==> config.mk <==
export PLATFORM = sky130hd
export DESIGN_NAME = ptw_walker
export DESIGN_NICKNAME = d
export VERILOG_FILES = /design/src/rtl/ptw_pkg.sv /design/src/rtl/ptw_va_split.sv /design/src/rtl/ptw_entry_addr.sv /design/src/rtl/ptw_pte_decode.sv /design/src/rtl/ptw_walker.sv
export SDC_FILE = /design/constraint.sdc
export NUM_CORES = 1
export LEC_CHECK = 0
export BUFFER_PORTS_ARGS = -buffer_cell sky130_fd_sc_hd__buf_2
export CORE_MARGIN = 2
export CORE_UTILIZATION = 52
export DETAILED_ROUTE_END_ITERATION = 8
export PLACE_DENSITY = 0.81
export SLEW_MARGIN = 20
export SYNTH_ARGS = -nofsm -noshare
export SYNTH_HDL_FRONTEND = slang
export SYNTH_SLANG_ARGS = --single-unit
export TNS_END_PERCENT = 1
==> constraint.sdc <==
create_clock -name clk -period 4.15 [get_ports clk]
set_clock_uncertainty 0.15 [all_clocks]
set_input_delay 0.415 -clock clk [delete_from_list [all_inputs] [get_ports clk]]
set_output_delay 0.415 -clock clk [all_outputs]
set_load 0.02 [all_outputs]
==> src/rtl/ptw_pkg.sv <==
package ptw_pkg;
    typedef enum logic [1:0] {
        FLT_NONE  = 2'd0,
        FLT_LEN   = 2'd1,
        FLT_OUTER = 2'd2,
        FLT_INNER = 2'd3
    } flt_e;

    typedef enum logic [2:0] {
        ST_IDLE,
        ST_OUT_REQ,
        ST_OUT_WAIT,
        ST_IN_REQ,
        ST_IN_WAIT,
        ST_RESP
    } walk_st_e;
endpackage

==> src/rtl/ptw_va_split.sv <==
module ptw_va_split #(
    parameter int VA_W  = 32,
    parameter int OFF_W = 12,
    parameter int IDX_W = 10,
    localparam int LEN_W = IDX_W + 1
) (
    input  logic [VA_W-1:0]  va,
    input  logic [LEN_W-1:0] len,
    output logic [IDX_W-1:0] outer_idx,
    output logic [IDX_W-1:0] inner_idx,
    output logic [OFF_W-1:0] offset,
    output logic             in_range
);
    assign outer_idx = va[OFF_W+IDX_W +: IDX_W];
    assign inner_idx = va[OFF_W +: IDX_W];
    assign offset    = va[OFF_W-1:0];
    // index compared one bit wider so that len = 2**IDX_W admits every index
    assign in_range  = {1'b0, outer_idx} < len;
endmodule

==> src/rtl/ptw_entry_addr.sv <==
module ptw_entry_addr #(
    parameter int PA_W   = 32,
    parameter int IDX_W  = 10,
    parameter int ENT_LG = 2
) (
    input  logic [PA_W-1:0]  tbase,
    input  logic [IDX_W-1:0] idx,
    output logic [PA_W-1:0]  addr
);
    assign addr = tbase + (PA_W'(idx) << ENT_LG);
endmodule

==> src/rtl/ptw_pte_decode.sv <==
module ptw_pte_decode #(
    parameter int PTE_W     = 32,
    parameter int PA_W      = 32,
    parameter int OFF_W     = 12,
    parameter int VALID_BIT = 0,
    localparam int FRM_W    = PA_W - OFF_W
) (
    input  logic [PTE_W-1:0] pte,
    output logic             valid,
    output logic [PA_W-1:0]  base
);
    assign valid = pte[VALID_BIT];
    assign base  = {pte[OFF_W +: FRM_W], {OFF_W{1'b0}}};
endmodule

==> src/rtl/ptw_walker.sv <==
module ptw_walker
    import ptw_pkg::*;
#(
    parameter int VA_W      = 32,
    parameter int PA_W      = 32,
    parameter int OFF_W     = 12,
    parameter int IDX_W     = 10,
    parameter int PTE_W     = 32,
    parameter int VALID_BIT = 0,
    parameter int ACC_W     = 2,
    localparam int LEN_W    = IDX_W + 1,
    localparam int ENT_LG   = $clog2(PTE_W / 8)
) (
    input  logic             clk,
    input  logic             rst_n,
    input  logic [PA_W-1:0]  cfg_base,
    input  logic [LEN_W-1:0] cfg_len,
    input  logic             req_valid,
    output logic             req_ready,
    input  logic [VA_W-1:0]  req_vaddr,
    input  logic [ACC_W-1:0] req_acc,
    output logic             mem_req_valid,
    input  logic             mem_req_ready,
    output logic [PA_W-1:0]  mem_req_addr,
    input  logic             mem_rsp_valid,
    input  logic [PTE_W-1:0] mem_rsp_data,
    output logic             rsp_valid,
    input  logic             rsp_ready,
    output logic [PA_W-1:0]  rsp_paddr,
    output logic [1:0]       rsp_fault,
    output logic [ACC_W-1:0] rsp_acc
);
    typedef struct packed {
        walk_st_e         st;
        logic [VA_W-1:0]  va;
        logic [ACC_W-1:0] acc;
        logic [PA_W-1:0]  tbase;
        logic [PA_W-1:0]  paddr;
        flt_e             flt;
    } walk_t;

    walk_t w_d, w_q;

    logic [VA_W-1:0]  split_va;
    logic [IDX_W-1:0] outer_idx, inner_idx, ent_idx;
    logic [OFF_W-1:0] offset;
    logic             in_range;
    logic             pte_valid;
    logic [PA_W-1:0]  pte_base;

    // in idle the incoming address is split, afterwards the latched one
    assign split_va = (w_q.st == ST_IDLE) ? req_vaddr : w_q.va;
    assign ent_idx  = (w_q.st == ST_OUT_REQ) ? outer_idx : inner_idx;

    ptw_va_split #(.VA_W(VA_W), .OFF_W(OFF_W), .IDX_W(IDX_W)) u_split (
        .va(split_va), .len(cfg_len), .outer_idx(outer_idx),
        .inner_idx(inner_idx), .offset(offset), .in_range(in_range)
    );

    ptw_entry_addr #(.PA_W(PA_W), .IDX_W(IDX_W), .ENT_LG(ENT_LG)) u_eaddr (
        .tbase(w_q.tbase), .idx(ent_idx), .addr(mem_req_addr)
    );

    ptw_pte_decode #(.PTE_W(PTE_W), .PA_W(PA_W), .OFF_W(OFF_W),
                     .VALID_BIT(VALID_BIT)) u_pte (
        .pte(mem_rsp_data), .valid(pte_valid), .base(pte_base)
    );

    always_comb begin
        w_d = w_q;
        case (w_q.st)
            ST_IDLE: begin
                if (req_valid) begin
                    w_d.va    = req_vaddr;
                    w_d.acc   = req_acc;
                    w_d.tbase = cfg_base;
                    w_d.paddr = '0;
                    if (in_range) begin
                        w_d.flt = FLT_NONE;
                        w_d.st  = ST_OUT_REQ;
                    end else begin
                        w_d.flt = FLT_LEN;
                        w_d.st  = ST_RESP;
                    end
                end
            end
            ST_OUT_REQ: if (mem_req_ready) w_d.st = ST_OUT_WAIT;
            ST_OUT_WAIT: begin
                if (mem_rsp_valid) begin
                    if (pte_valid) begin
                        w_d.tbase = pte_base;
                        w_d.st    = ST_IN_REQ;
                    end else begin
                        w_d.flt = FLT_OUTER;
                        w_d.st  = ST_RESP;
                    end
                end
            end
            ST_IN_REQ: if (mem_req_ready) w_d.st = ST_IN_WAIT;
            ST_IN_WAIT: begin
                if (mem_rsp_valid) begin
                    if (pte_valid) begin
                        w_d.paddr = pte_base | PA_W'(offset);
                    end else begin
                        w_d.flt = FLT_INNER;
                    end
                    w_d.st = ST_RESP;
                end
            end
            ST_RESP: if (rsp_ready) w_d.st = ST_IDLE;
            default: w_d.st = ST_IDLE;
        endcase
    end

    always_ff @(posedge clk) begin
        if (!rst_n) begin
            w_q.st    <= ST_IDLE;
            w_q.va    <= '0;
            w_q.acc   <= '0;
            w_q.tbase <= '0;
            w_q.paddr <= '0;
            w_q.flt   <= FLT_NONE;
        end else begin
            w_q <= w_d;
        end
    end

    assign req_ready     = (w_q.st == ST_IDLE);
    assign mem_req_valid = (w_q.st == ST_OUT_REQ) || (w_q.st == ST_IN_REQ);
    assign rsp_valid     = (w_q.st == ST_RESP);
    assign rsp_paddr     = w_q.paddr;
    assign rsp_fault     = w_q.flt;
    assign rsp_acc       = w_q.acc;
endmodule

==> flow_summary.yaml <==
outcome:
  run_status: "complete, no violations"
setup_path:
  cp_slowest_cell: "fa_1"
  critical_path.cell_chain: "nor3_4, buf_6, mux2_2, nand2_1, o21ai_1, fa_1, a21o_1, a31oi_2, o31a_1, buf_6, nand2b_1, xnor2_1, buf_2"
  worstSetupStartpointType: "flop"
  cp.arrival_ns: 3.44
  crit_top_cell: "buf_6"
  worst-path-max-fanout: 10
  cp_top_family: "compound AO/OA/AOI/OAI gates"
  path_buf_inv: 3
  endpoint_kind: "output pin"
  slowest_delay_ns: 0.44
  crit_required_ns: 3.59
  crit_type: "flop to output pin"
synthesis:
  syn_area_um2: 6010
  ys_seq_area_share_pct: 34.3
  synthFlopType: "dfxtp_1"
  yosysMostFrequentCell: "nand2_1"
  ys_ff_latch: 103
  ys_types: 60
  synth_edf_count: 0
  synth_top_cell_area_share_pct: 34.3
  synth.avg_cell_area_um2: 8.03
  yosysTopAreaCell: "dfxtp_1"
  synth_nets: 883
  async_reset_ff_share_pct: 0
  syn_inst: 748
  synth-warning-count: 0
  synth_area_leaders: "dfxtp_1 (34%), nand2_1 (9.9%), nand3_1 (7.7%)"
  synth_common_cells: "nand2_1 (158), dfxtp_1 (103), nand3_1 (92)"
final_layout:
  syn2layout_area_growth_pct: 17.8
  seq_area_um2: 2060
  multiInputGateArea_um2: 3480
  layout-drive-gt1-share_pct: 29.0
  fill_cells: 1030
  nNetsFinal: 993
grt:
  grt_pass1_vias: 5223
  grt_usage_pct: 25.2
  grt_first_pass_wirelength_mm: 25.6
  antenna_found_initial: 2
  grt_max_degree: 72
  grt-ovfl-total: 0
cts:
  clk_latency_ns: 0.35
  path_clk_slew_ns: 0.07
  cts_tree: "done"
  cts_root_buffer: "clkbuf_16"
  clockBufferDepth: 2
  clock_sinks: 103
  cts-hold-fix-buffers: 0
  cts_buffers: 9
  ctsHtreeMaxLevel: 3
placement:
  place.gp.congestion: 0.881
  dp_worst_setup_slack_ns: 0.337
  port_buffers: 174
  dp_hpwl_mm: 11.2
power:
  power.density_nw_per_um2: 584
  power_frac_seq_pct: 31.5
  switchingPower_mw: 1.78
  total_power_mw: 4.13
  switching_share_pct: 43.1
  p_int_mw: 2.35
  peakVddDrop_uv: 412
  pwr-share-clk_pct: 19.8
  leakage_nw: 3.32
  combPwrFrac_pct: 48.7
sta:
  period_needed_ns: 4.01
  rsz0062_at_grt: "yes"
  fin_ws_ns: 0.141
  whs_ns: 0.145
  maxSlewViolCount: 0
  period_share_pct: 96.6
  setup_viol: 0
  fmax_mhz: 249
  worst_slew_pin_slew_ns: 1.12
  hold_viol_final: 0
  slew_headroom_pct: 24.9
  setup_tns_ns: 0
drt:
  initialDrtViolationCount: 374
  antenna_left: 0
  viasPerCell: 5.64
  routed_wl_mm: 16.0
  vias: 5677
  drc_errors: 0
  drt-wirelength-per-cell_um: 15.8
  firstDrtPassIters: 5
floorplan:
  core_um2: 11400
  ios: 186
  die_h_um: 112
  die_w_um: 112
  die_area_um2: 12400
  start_util_pct: 52.9
  row_count: 39
run:
  drv_cap: 0
worst_hold_path:
  hp-class: "primary input to flop"
==> power groups by stage <==
stage	sequential (mW)	clock [mW]	combinational [mW]
after floorplan	1.28	0	1.46
after global placement	1.30	0	1.88
after detailed placement	1.31	0	1.91
after CTS	1.29	0.832	1.93
after global routing	1.32	0.882	2.19
final	1.30	0.818	2.01
==> repair_timing <==
item | 4_1_cts | 5_1_grt
endpoints found under the setup margin | 8 | 23
pin swaps | 1 | 1
cloned | 0 | 0
buffers inserted | 1 | 1
gates resized for setup | 3 | 18
==> state kept, by name, summed over array words and instances, names as in the netlist <==
name / flops
rsp_fault: 2
rsp_paddr: 32
rsp_acc: 2
w_q: 67
==> worst register-to-register path, cell delays in order (launching register included) <==
cell       delay (ns)
dfxtp_1          0.38
nor3_4           0.25
buf_4            0.20
mux2_2           0.37
ha_1             0.30
a21o_1           0.16
a21o_1           0.17
a2111oi_1        0.50
nor2_1           0.10
a32o_2           0.24
==> layout by cell type (no fill, tap or decap), types with 4 or more instances in the layout <==
| cell type | count |
|---|---|
| buf_2 | 174 |
| nand2_1 | 158 |
| dfxtp_1 | 102 |
| nand3_1 | 92 |
| a21oi_1 | 48 |
| a21boi_1 | 38 |
| xor2_1 | 21 |
| o211a_1 | 21 |
| inv_1 | 16 |
| nor2_1 | 14 |
| ha_1 | 13 |
| buf_4 | 12 |
| mux2i_1 | 11 |
| a21boi_0 | 10 |
| mux2_2 | 9 |
| o21ai_1 | 9 |
| clkbuf_16 | 9 |
| xnor2_1 | 6 |
| o21ai_0 | 6 |
| a211oi_1 | 5 |
| nand2b_1 | 5 |
| a21o_1 | 4 |
| and3_1 | 4 |
| ha_4 | 4 |
==> metrics by stage <==
stage	instance area, µm²	utilization [%]	instances
global placement	6640	58.4	988
CTS	6950	61.1	1005
detailed placement	6640	58.4	988
finish	7080	62.3	1007
global route	7080	62.2	1006
floorplan	6010	-	748
==> area by class of cell <==
cell class / instances / share of cell area (%)
multi-input cells: 538 / 49.2
flip-flops and latches: 103 / 29.1
repair buffers: 189 / 14.2
clock buffers: 11 / 3.43
well taps: 143 / 2.53
inverters: 17 / 0.902
clock inverters: 5 / 0.583
diodes: 1 / 0.0354
==> final timing paths <==
kind            startpoint                to  slack [ns]  depth (start not counted)
max               w_q[102]  mem_req_addr[16]        0.14                         13
min           req_vaddr[1]           w_q[69]        0.15                          3
max reg2reg       w_q[102]          w_q[102]        1.23                          9
min reg2reg  rsp_paddr[28]     rsp_paddr[28]        0.30                          2
==> kinds of logic after synthesis <==
kind of cell,after synthesis,share of synthesized area (%)
multiplexers,20,3.52
XOR/XNOR,27,3.94
adder cells (fa/ha/maj),20,4.29
flip-flops,103,34.3
AND/OR/NAND/NOR,303,23.7
buffers and inverters,107,9.95
AO/OA/AOI/OAI,168,20.3
==> layer usage <==
layer  vias to the layer above  wire [µm]  track usage (%)
li1                       2772          -                -
met3                        42       1100             7.62
met2                       200       7400             40.1
met5                         -         13                0
met4                         2        464             8.48
met1                      2661       6980             32.7
No activity file was read; power rests on OpenSTA's default activity.
